**config.mk**
```make
export PLATFORM = sky130hd
export DESIGN_NAME = burst_addr_gen
export DESIGN_NICKNAME = d
export VERILOG_FILES = /design/src/rtl/bag_pkg.sv /design/src/rtl/bag_beat_ctr.sv /design/src/rtl/bag_base_reg.sv /design/src/rtl/bag_order_map.sv /design/src/rtl/burst_addr_gen.sv
export SDC_FILE = /design/constraint.sdc
export NUM_CORES = 1
export LEC_CHECK = 0
export BUFFER_PORTS_ARGS = -buffer_cell sky130_fd_sc_hd__buf_4
export CAP_MARGIN = 0
export CORE_MARGIN = 3
export CORE_UTILIZATION = 47
export CTS_CLUSTER_SIZE = 24
export DETAILED_ROUTE_END_ITERATION = 10
export PLACE_DENSITY = 0.78
export SYNTH_ARGS = -nofsm -noshare
export SYNTH_HDL_FRONTEND = slang
export SYNTH_SLANG_ARGS = --single-unit
export TNS_END_PERCENT = 30
```
**constraint.sdc**
```tcl
create_clock -name clk -period 1.3 [get_ports clk]
set_input_delay 0.26 -clock clk [delete_from_list [all_inputs] [get_ports clk]]
set_output_delay 0.26 -clock clk [all_outputs]
set_load 0.01 [all_outputs]
```
**src/rtl/bag_pkg.sv**
```systemverilog
package bag_pkg;
  localparam int BEAT_W = 2;
  typedef enum logic { ORD_LINEAR = 1'b0, ORD_INTERLEAVE = 1'b1 } order_e;
endpackage

```
**src/rtl/bag_beat_ctr.sv**
```systemverilog
module bag_beat_ctr #(
  parameter int CNT_W = 2
) (
  input  logic             clk,
  input  logic             rst_n,
  input  logic             load,
  input  logic             step,
  output logic [CNT_W-1:0] beat
);
  always_ff @(posedge clk) begin
    if (!rst_n)    beat <= '0;
    else if (load) beat <= '0;
    else if (step) beat <= beat + CNT_W'(1);
  end


  load_clear_chk: assert property (@(posedge clk) disable iff (!rst_n)
    load |=> beat == '0);


  beat_step_chk: assert property (@(posedge clk) disable iff (!rst_n)
    (!load && step) |=> beat == $past(beat) + CNT_W'(1));


  beat_hold_chk: assert property (@(posedge clk) disable iff (!rst_n)
    (!load && !step) |=> $stable(beat));
endmodule

```
**src/rtl/bag_base_reg.sv**
```systemverilog
module bag_base_reg #(
  parameter int ADDR_W = 20
) (
  input  logic              clk,
  input  logic              rst_n,
  input  logic              load,
  input  logic [ADDR_W-1:0] addr_in,
  output logic [ADDR_W-1:0] base
);
  always_ff @(posedge clk) begin
    if (!rst_n)    base <= '0;
    else if (load) base <= addr_in;
  end


  base_keep_chk: assert property (@(posedge clk) disable iff (!rst_n)
    !load |=> $stable(base));
endmodule

```
**src/rtl/bag_order_map.sv**
```systemverilog
module bag_order_map
  import bag_pkg::*;
#(
  parameter int CNT_W = 2
) (
  input  logic [CNT_W-1:0] start_low,
  input  logic [CNT_W-1:0] beat,
  input  order_e           order,
  output logic [CNT_W-1:0] low_out
);
  logic [CNT_W-1:0] lin_low;
  logic [CNT_W-1:0] ilv_low;

  assign lin_low = start_low + beat;

  for (genvar i = 0; i < CNT_W; i++) begin : g_ilv
    assign ilv_low[i] = start_low[i] ^ beat[i];
  end

  always_comb begin
    unique case (order)
      ORD_INTERLEAVE: low_out = ilv_low;
      default:        low_out = lin_low;
    endcase
  end
endmodule

```
**src/rtl/burst_addr_gen.sv**
```systemverilog
module burst_addr_gen
  import bag_pkg::*;
#(
  parameter int ADDR_W = 20
) (
  input  logic              clk,
  input  logic              rst_n,
  input  logic [ADDR_W-1:0] addr_in,
  input  logic              start_a,
  input  logic              start_b,
  input  logic              advance,
  input  logic              order_sel,
  output logic [ADDR_W-1:0] addr_out
);
  localparam int CNT_W = BEAT_W;
  localparam int HI_W  = ADDR_W - CNT_W;

  logic              load;
  logic [ADDR_W-1:0] base;
  logic [CNT_W-1:0]  beat;
  logic [CNT_W-1:0]  low;
  order_e            order;

  assign load  = start_a | start_b;
  assign order = order_e'(order_sel);

  bag_base_reg #(.ADDR_W(ADDR_W)) u_base (
    .clk(clk), .rst_n(rst_n), .load(load), .addr_in(addr_in), .base(base)
  );

  bag_beat_ctr #(.CNT_W(CNT_W)) u_ctr (
    .clk(clk), .rst_n(rst_n), .load(load), .step(advance), .beat(beat)
  );

  bag_order_map #(.CNT_W(CNT_W)) u_map (
    .start_low(base[CNT_W-1:0]), .beat(beat), .order(order), .low_out(low)
  );

  assign addr_out = {base[ADDR_W-1:CNT_W], low};


  load_a_chk: assert property (@(posedge clk) disable iff (!rst_n)
    start_a |=> addr_out == $past(addr_in));


  load_b_chk: assert property (@(posedge clk) disable iff (!rst_n)
    start_b |=> addr_out == $past(addr_in));


  addr_hold_chk: assert property (@(posedge clk) disable iff (!rst_n)
    (!load && !advance) |=> (order_sel != $past(order_sel)) || $stable(addr_out));


  upper_fixed_chk: assert property (@(posedge clk) disable iff (!rst_n)
    !load |=> addr_out[ADDR_W-1:CNT_W] == $past(addr_out[ADDR_W-1:CNT_W]));


  linear_step_chk: assert property (@(posedge clk) disable iff (!rst_n)
    (!load && advance && !order_sel) |=>
      (order_sel || addr_out[CNT_W-1:0] == $past(addr_out[CNT_W-1:0]) + CNT_W'(1)));

  initial assert (HI_W >= 1) else $error("ADDR_W too small");
endmodule

```
==> results of run 1 <==
## registers in the layout, summed over array words and instances, names as in the netlist
signal       cells
u_ctr.beat       2
u_base.base     20
## layout make-up
class | instances | area [um^2] | area share (%)
multi-input cells | 70 | 549 | 38.9
flip-flops and latches | 22 | 443 | 31.4
repair buffers | 46 | 349 | 24.7
clock buffers | 4 | 36.3 | 2.57
well taps | 28 | 35.0 | 2.48
## kinds of logic (layout without fill, tap and decap cells)
group / after synthesis / in the layout
xor gates and xnor gates: 3 / 3
and+or+nand+nor: 24 / 24
AOI/OAI and AO/OA: 42 / 42
adders and majority gates: 1 / 1
buffers and inverters: 28 / 50
DFF: 22 / 22
## worst paths after layout
kind                                                   start                           end
worst max-delay path             u_base.base[0]$_SDFFE_PN0P_                   addr_out[1]
worst max register to register  u_base.base[15]$_SDFFE_PN0P_  u_base.base[15]$_SDFFE_PN0P_
worst min register to register  u_base.base[16]$_SDFFE_PN0P_  u_base.base[16]$_SDFFE_PN0P_
worst min-delay path                              addr_in[5]   u_base.base[5]$_SDFFE_PN0P_
## what timing repair did
item	4_1_cts	5_1_grt
endpoints found under the hold margin	0	0
buffers inserted	1	0
resized for setup	7	2
pin swaps	1	1
endpoints found under the setup margin	2	2
hold buffers	0	0
## power by group through the flow
stage                     clock network, mW  registers (mW)  logic, mW
final                                 0.364           0.736      0.258
after global routing                  0.403           0.742      0.283
after CTS                             0.376           0.736      0.255
after detailed placement                  0           0.749      0.248
after global placement                    0           0.747      0.242
after floorplan                           0           0.741      0.172
## cell usage after synthesis, types with 2 or more instances
master,count
sky130_fd_sc_hd__a21boi_1,20
sky130_fd_sc_hd__clkbuf_1,7
sky130_fd_sc_hd__xnor2_1,3
sky130_fd_sc_hd__buf_6,2
sky130_fd_sc_hd__buf_4,18
sky130_fd_sc_hd__dfxtp_1,22
sky130_fd_sc_hd__o21ai_0,20
sky130_fd_sc_hd__or3b_1,19
## metrics by stage
stage | cell area [um^2] | worst slack (ns) | TNS, ns | utilization (%)
6_report | 1410 | -0.148 | -0.148 | 62.7
5_1_grt | 1410 | -0.224 | -0.234 | 62.7
4_1_cts | 1400 | -0.153 | -0.153 | 62.0
3_5_place_dp | 1330 | 0.0968 | 0 | 58.9
3_3_place_gp | 1330 | 0.135 | 0 | 58.9
2_1_floorplan | 1140 | 0.197 | 0 | -
## worst max-delay path, stage by stage, from the launching register on
cell and delay [ns]:
sky130_fd_sc_hd__dfxtp_2 0.37, sky130_fd_sc_hd__ha_4 0.12, sky130_fd_sc_hd__nor2b_4 0.14, sky130_fd_sc_hd__xnor2_2 0.12, sky130_fd_sc_hd__buf_4 0.14
## layer usage
layer,global-route usage (%),part of all wire [%]
met3,4.67,7.5
met2,25.3,50
met1,18.9,41
met5,0,0
met4,5.21,1.3
==> impl_summary.md, run 1 <==
Global route
The total overflow reported by the global router is 0. The overall track demand over capacity in global routing is 15.4%. The number of global-route vias before repair came to 856.

The first global-routing pass estimated 3.91 mm of wire. The initial antenna violation count is 0. The largest net degree at the start of global routing is 42.

Cells and area
The proportion of layout cells with a drive suffix above 1 is 43.0%. The count of cells in the finished layout, fillers not included, comes to 170. The most frequent standard cell in the layout excluding fill and tap cells is sky130_fd_sc_hd__buf_4.

The top cell types in the final layout, fill and taps aside, are sky130_fd_sc_hd__buf_4, sky130_fd_sc_hd__o21ai_0, sky130_fd_sc_hd__a21boi_1, sky130_fd_sc_hd__dfxtp_1, sky130_fd_sc_hd__or3b_1. The final-stage net count is 170. The area growth from synthesis to layout is 23.5%. The number of antenna diodes in the final layout is 0. The number of inserted filler cells in the final layout is 199.

Setup path
Data arrives at the worst endpoint at 1.19 ns. The setup slack on the worst flop-to-flop path is 0.32 ns. The endpoint class of the critical path is a primary output. The data required time of the critical path is 1.04 ns. The start-to-end type of the worst setup path is reg2out. The maximum fanout count along the critical path is 2. The number of cells on the worst reg-to-reg path is 2. The kind of launch point of the worst setup path is a register.

Power and ir drop
The share of total power in combinational logic is 19.0%. The fraction of power consumed by sequential logic is 54.2%. The clock network fraction of design power is 26.8%. The design draws 1.36 mW. The internal power of the cells totals 1.03 mW. The analysis attributes to net switching a power of 0.324 mW. The worst-case IR drop observed on VDD is 563 uV. The proportion of total power due to net switching is 23.8%.

The leakage component of the power is 0.578 nW. In this run the power density over the cells is 961 mW/mm^2.

Synth
The largest total area in the synthesized netlist belongs to sky130_fd_sc_hd__dfxtp_1. Yosys mapped a number of flops with a built-in enable equal to 0. Sorting the synthesized cells by area gives the leading types as sky130_fd_sc_hd__dfxtp_1, sky130_fd_sc_hd__or3b_1, sky130_fd_sc_hd__a21boi_1. The area of the mapped netlist is 0.00114 mm^2. Counting distinct cell types in the post-synthesis netlist gives 17. In this run the biggest area consumer among cell types represents 38.5% of the synthesized area. The dominant synthesized flop cell is sky130_fd_sc_hd__dfxtp_1.

After synthesis, the largest family of logic cells by area is compound AO/OA/AOI/OAI gates. Sequential elements use 38.5% of the synthesized area. The number of synthesized register bits is 22. Counting every instance in the synthesized netlist gives 120.

The net count of the mapped netlist is 147. The post-synthesis mux area share is 0%. The synthesized netlist devotes 23.5% of its cell area to compound gates. The synthesized-area fraction occupied by adder cells is 1.09%. The synthesized area per cell is 9.53 um^2. For this run, the number of Yosys warnings is 0. The simple-gate area share of the yosys netlist is 18.1%. After Yosys synthesis, XOR and XNOR cells account for 2.30% of the synthesized area. Of all flip-flops after synthesis, the portion carrying an async set or reset was 0%.

Clock network
CTS placed an instance of sky130_fd_sc_hd__clkbuf_4 at the clock tree root. TritonCTS built the clock tree. The clock reaches the later pin of the worst-skew pair after 0.29 ns. The maximum clock path buffer count is 2. The clock net in this run drives a total of 22 sinks. The number of H-tree levels is 1. The clock buffer count from CTS is 3. The post-CTS clock slew at the launch and capture registers of the worst setup and hold paths is 0.12 ns.

Hold path
The kind of path behind the tightest hold check is in2reg. The worst hold path was traced through 3 stages.

Timing
Across all setup checks in the final design, the least slack found is -0.148 ns. Setup violations remaining at the end of the flow were counted as 1. Setup repair after global routing could not meet its margin everywhere. The worst-margin pin slew is 0.310 ns.

The smallest hold slack is 0.221 ns. The clock period minus final worst setup slack is 1.45 ns. Based on the critical path, the design can be clocked at up to 691 MHz. In this run the tightest slew margin relative to its limit is 79.4%. The max-slew violation total from the final report is 0. The hold violation count in the final report is 0. The setup clock skew after layout is 0.000000777 ns. The period utilization is 111%.

Status
The checks that failed: negative setup slack. The flow ran to the end, but the final reports show violations.

Route
After the first detailed-routing iteration, the DRC count stood at 7. In the final routed layout, each cell accounts on average for 14.1 um. The final layout contains routed wiring with a total length of 2.39 mm.

The pre-antenna-repair detailed-routing pass consisted of 4 iterations. The via count of the routed design is 897. The detail-routed via count per cell is 5.28.

In this run the remaining antenna-violating nets after routing total 0. The DRC violations left is 0.

Placed design
At the end of routability-driven placement, the weighted congestion stood at 0.620. In this run the tool buffered the top-level ports with 45 buffer cells. The number of instances in the placed design is 165. The HPWL after detailed placement is 1.63 mm.

Floorplanning
For this configuration, the core starts out at a cell density of 50.7%. The die covers 0.00306 mm^2. Measured along the y axis, the die boundary spans 55.3 um. The number of top-level pins is 46.

In this run the horizontal extent of the chip is 55.3 um. The total area inside the core boundary comes to 0.00225 mm^2. The number of standard-cell rows in the floorplan is 17.

Job
Across the run, the number of max-cap violations was 0.
Note: power is estimated with default switching activity, not from simulation.
==> run 2, diff against run 1 <==
ABC_AREA = 1   (was default)
CORE_UTILIZATION = 30   (was 47)
PLACE_DENSITY = 0.55   (was 0.78)
==> impl_summary.md, run 2 <==
Placed design
The placer congestion estimate is 0.757 (+22%). The number of instances in the placed design is 198 (+20%). The instance area after placement is 0.00124 mm^2 (-6.8%). The estimated wirelength of the detail-placed design is 1.62 mm (-0.31%). The quantity of I/O buffers inserted on ports was 45 (unchanged).

Synth
The sequential area share after synthesis was 43.8% (+5.3 points). The net count of the mapped netlist is 160 (+8.8%). The number of enable flip-flop cells after synthesis came to 0 (unchanged). The post-synthesis mux area share is 0% (unchanged).

The synthesized area per cell came to 7.56 um^2 (-21%). The async set or reset register ratio after synthesis is 0% (unchanged). The area of the mapped netlist came to 0.00101 mm^2 (-12%). The count of mapped cells out of synthesis is 133 (+11%). After synthesis, the largest family of logic cells by area is simple AND/OR/NAND/NOR gates.

sky130_fd_sc_hd__nor2_1 is the most common cell in the netlist. The xor and xnor area share after synthesis is 0% (-2.3 points). The share of the synthesized area in compound gates (AO/OA/AOI/OAI) is 9.95% (-14 points).

The simple-gate area share of the yosys netlist is 25.2% (+7.2 points). The count of warnings emitted by yosys is 0 (unchanged). The most used flip-flop cell after synthesis is sky130_fd_sc_hd__dfxtp_1.

The biggest area contributor in the post-synthesis netlist is sky130_fd_sc_hd__dfxtp_1. The number of synthesized register bits is 22 (unchanged). The portion of synthesized cell area occupied by the leading cell type came to 43.8% (+5.3 points). The synthesized-area fraction occupied by adder cells is 1.24% (+0.15 points). Ranked by total cell area, the synthesized netlist is headed by sky130_fd_sc_hd__dfxtp_1, sky130_fd_sc_hd__buf_4, sky130_fd_sc_hd__nor3_1. The number of distinct standard cells referenced by the synthesized netlist was 14 (-3).

By count the netlist is led by sky130_fd_sc_hd__nor2_1, sky130_fd_sc_hd__dfxtp_1, sky130_fd_sc_hd__nor3_1, sky130_fd_sc_hd__buf_4, sky130_fd_sc_hd__nand2_1.

Cells and area
The number of antenna diodes is 0 (unchanged). The final-stage net count is 186 (+9.4%). The largest register by flop count is u_base.base. The end-of-flow core utilization is 41.6% (-21 points). In the layout the commonest cells are sky130_fd_sc_hd__buf_4, sky130_fd_sc_hd__nor2_1, sky130_fd_sc_hd__nor3_1, sky130_fd_sc_hd__dfxtp_1, sky130_fd_sc_hd__nand2_1. The library cell used most frequently in the layout, excluding fill and tap cells, is sky130_fd_sc_hd__buf_4. The final instance count without filler cells is 202 (+19%). The area growth from synthesis to layout is 29.4%.

The flip-flop count of the largest register, all copies and words added is 20 (unchanged). In the final layout, the registers with the most flip-flops are u_base.base (20), u_ctr.beat (2). The number of inserted filler cells in the final layout was 340 (+71%).

The final cell area excluding filler cells is 0.00130 mm^2 (-7.9%). The proportion of layout cells with a drive suffix above 1 is 36.7% (-6.2 points).

Clock network
The root buffer selected by CTS is sky130_fd_sc_hd__clkbuf_4. The insertion delay of the later-clocked pin in the worst-skew pair came to 0.30 ns (about the same). The number of H-tree levels is 1 (unchanged). TritonCTS built the clock tree.

The post-CTS clock slew at the launch and capture registers of the worst setup and hold paths is 0.12 ns (about the same). The clock buffer count from CTS came to 3 (unchanged). The clock sink count came to 22 (unchanged). The maximum clock path buffer count was 2 (unchanged).

Timing
The final setup violation count is 1 (unchanged). The max-slew violation total from the final report is 0 (unchanged). The setup total negative slack came to -0.169 ns (-0.0209 ns).

The highest clock rate is 681 MHz (-1.4%). The worst-margin pin slew was 0.235 ns (-0.0746 ns). Setup repair after global routing could not meet its margin everywhere. The period utilization is 113% (+1.6 points). The worst relative slew slack is 84.3% (+5.0 points). The hold violation count in the final report is 0 (unchanged). The setup clock skew after layout is 0.000433 ns (+0.000432 ns). The clock period minus final worst setup slack came to 1.47 ns (+0.0209 ns).

The post-layout worst setup margin is -0.169 ns (-0.0209 ns).

Setup path
The worst path arrival time is 1.21 ns (+0.02 ns). The data required time of the critical path is 1.04 ns (about the same). The maximum fanout count along the critical path is 2 (unchanged). The endpoint class of the critical path is a primary output.

The delay contributed by the slowest stage of the critical path is 0.37 ns (about the same). The critical path in this run is classified as reg2out. Walking the worst path, the cells encountered are ha_4 -> inv_2 -> nor2_2 -> nand3_1 -> nand2_1 -> inv_1 -> buf_6. The worst setup path is launched from a register. The slowest stage of the critical path belongs to the cell sky130_fd_sc_hd__dfxtp_2.

Route
The initial detailed-routing violation count is 15 (+8). The number of detailed-route iterations in the first pass is 4 (unchanged). The DRC violations left was 0 (unchanged). The post-route antenna net violation count was 0 (unchanged).

The via count of the routed design is 865 (-3.6%). The detail-routed via count per cell came to 4.28 (-19%). The total length of routed wires is 2.31 mm (-3.3%). The final routed wire length divided by cell count is 11.5 um (-19%).

Global route
The largest net degree at the start of global routing is 22 (-48%). The number of global-route vias before repair is 852 (-0.47%). The initial antenna violation count is 0 (unchanged). The overall track demand over capacity in global routing was 11.3% (-4.1 points). The total overflow reported by the global router is 0 (unchanged).

The wire length of the first global-routing pass is 3.73 mm (-4.6%).

Floorplanning
The number of top-level pins is 46 (unchanged). The initial core utilization was 32.2% (-19 points). The overall die height came to 63.9 um (+16%). The overall die width is 63.9 um (+16%). The floorplan core area is 0.00313 mm^2 (+39%). The number of standard-cell rows in the floorplan is 20 (+3). The area enclosed by the die boundary is 0.00408 mm^2 (+33%).

Power and ir drop
The proportion of total power due to net switching is 25.3% (+1.5 points). The cell-internal power is 1.03 mW (about the same). The clock network fraction of design power is 26.9% (about the same). The fraction of power consumed by sequential logic is 53.8% (-0.4 points). The power after layout is 1.39 mW (+2.0%). The switching power total is 0.351 mW (+8.5%). The worst voltage drop across the vdd grid came to 359 uV (-36%). The share of total power in combinational logic was 19.3% (+0.3 points). The leakage component of the power was 0.608 nW (+5.2%). The total power per unit cell area is 1060 mW/mm^2 (+11%).

Hold path
In this run the worst hold path is classified as in2reg.

Status
The final reports fail on negative setup slack. The flow ran to the end, but the final reports show violations.

Job
The number of maximum-capacitance violations is 0 (unchanged).
-- run 2: cell count changes after synthesis, moves of 10 or more --
| cell | before | now |
|---|---|---|
| sky130_fd_sc_hd__nor3_1 | 0 | 20 |
| sky130_fd_sc_hd__a21boi_1 | 20 | 0 |
| sky130_fd_sc_hd__nand2_1 | 0 | 11 |
| sky130_fd_sc_hd__nor2_1 | 0 | 23 |
| sky130_fd_sc_hd__o21ai_1 | 0 | 10 |
| sky130_fd_sc_hd__or3b_1 | 19 | 0 |
| sky130_fd_sc_hd__o21ai_0 | 20 | 10 |
-- run 2: layout make-up --
cell class	count	area, um^2	share of cell area, %
clock buffers	4	36.3	2.79
inverters	6	22.5	1.73
multi-input cells	79	382	29.3
flip-flops and latches	22	445	34.2
well taps	44	55.1	4.23
repair buffers	47	360	27.7
-- run 2: routing by layer --
metal	part of all wire [%]	wire, um	global-route usage (%)
met1	43	990	12.9
met4	0.91	21	4.85
met3	2.7	62	2.11
met2	54	1240	20.3
met5	0	0	0
-- run 2: cell families (layout without fill, tap and decap cells) --
logic type,Yosys count,after routing
and+or+nand+nor,58,58
buffers and inverters,32,57
DFF,22,22
AOI/OAI and AO/OA,20,20
adders and majority gates,1,1
-- run 2: worst paths after layout --
| path | startpoint | endpoint | slack [ns] | cells past startpoint |
|---|---|---|---|---|
| max | u_base.base[0]$_SDFFE_PN0P_ | addr_out[1] | -0.17 | 7 |
| min | addr_in[6] | u_base.base[6]$_SDFFE_PN0P_ | 0.19 | 3 |
| max reg2reg | u_ctr.beat[0]$_SDFFE_PP0P_ | u_ctr.beat[1]$_SDFFE_PP0P_ | 0.55 | 5 |
| min reg2reg | u_base.base[3]$_SDFFE_PN0P_ | u_base.base[3]$_SDFFE_PN0P_ | 0.51 | 2 |
-- run 2: power by group through the flow --
| stage | clock, mW | combinational, mW | sequential (mW) |
|---|---|---|---|
| 5_1_grt | 0.412 | 0.297 | 0.753 |
| 3_5_place_dp | 0 | 0.264 | 0.761 |
| 2_1_floorplan | 0 | 0.175 | 0.754 |
| 4_1_cts | 0.388 | 0.268 | 0.747 |
| 3_3_place_gp | 0 | 0.260 | 0.759 |
| 6_report | 0.373 | 0.267 | 0.745 |
-- run 2: worst max-delay path, delay by kind of cell, from the launching register on --
| kind | cells | cell delay, ns |
|---|---|---|
| adders and majority gates | 1 | 0.14 |
| and+or+nand+nor | 3 | 0.21 |
| buffers and inverters | 3 | 0.18 |
| DFF | 1 | 0.37 |
-- run 2: through the flow --
step	worst slack (ns)	hold WS, ns
5_1_grt	-0.250	0.177
6_report	-0.169	0.186
3_3_place_gp	0.168	0.474
3_5_place_dp	0.0984	0.486
4_1_cts	-0.211	0.175
2_1_floorplan	0.287	0.407
-- run 2: what timing repair did --
item | in CTS | in global routing
endpoints found under the setup margin | 2 | 2
resized for setup | 7 | 2
hold buffers | 0 | 0
setup buffers | 0 | 0
pin swaps | 4 | 4
hold endpoints to repair | 0 | 0
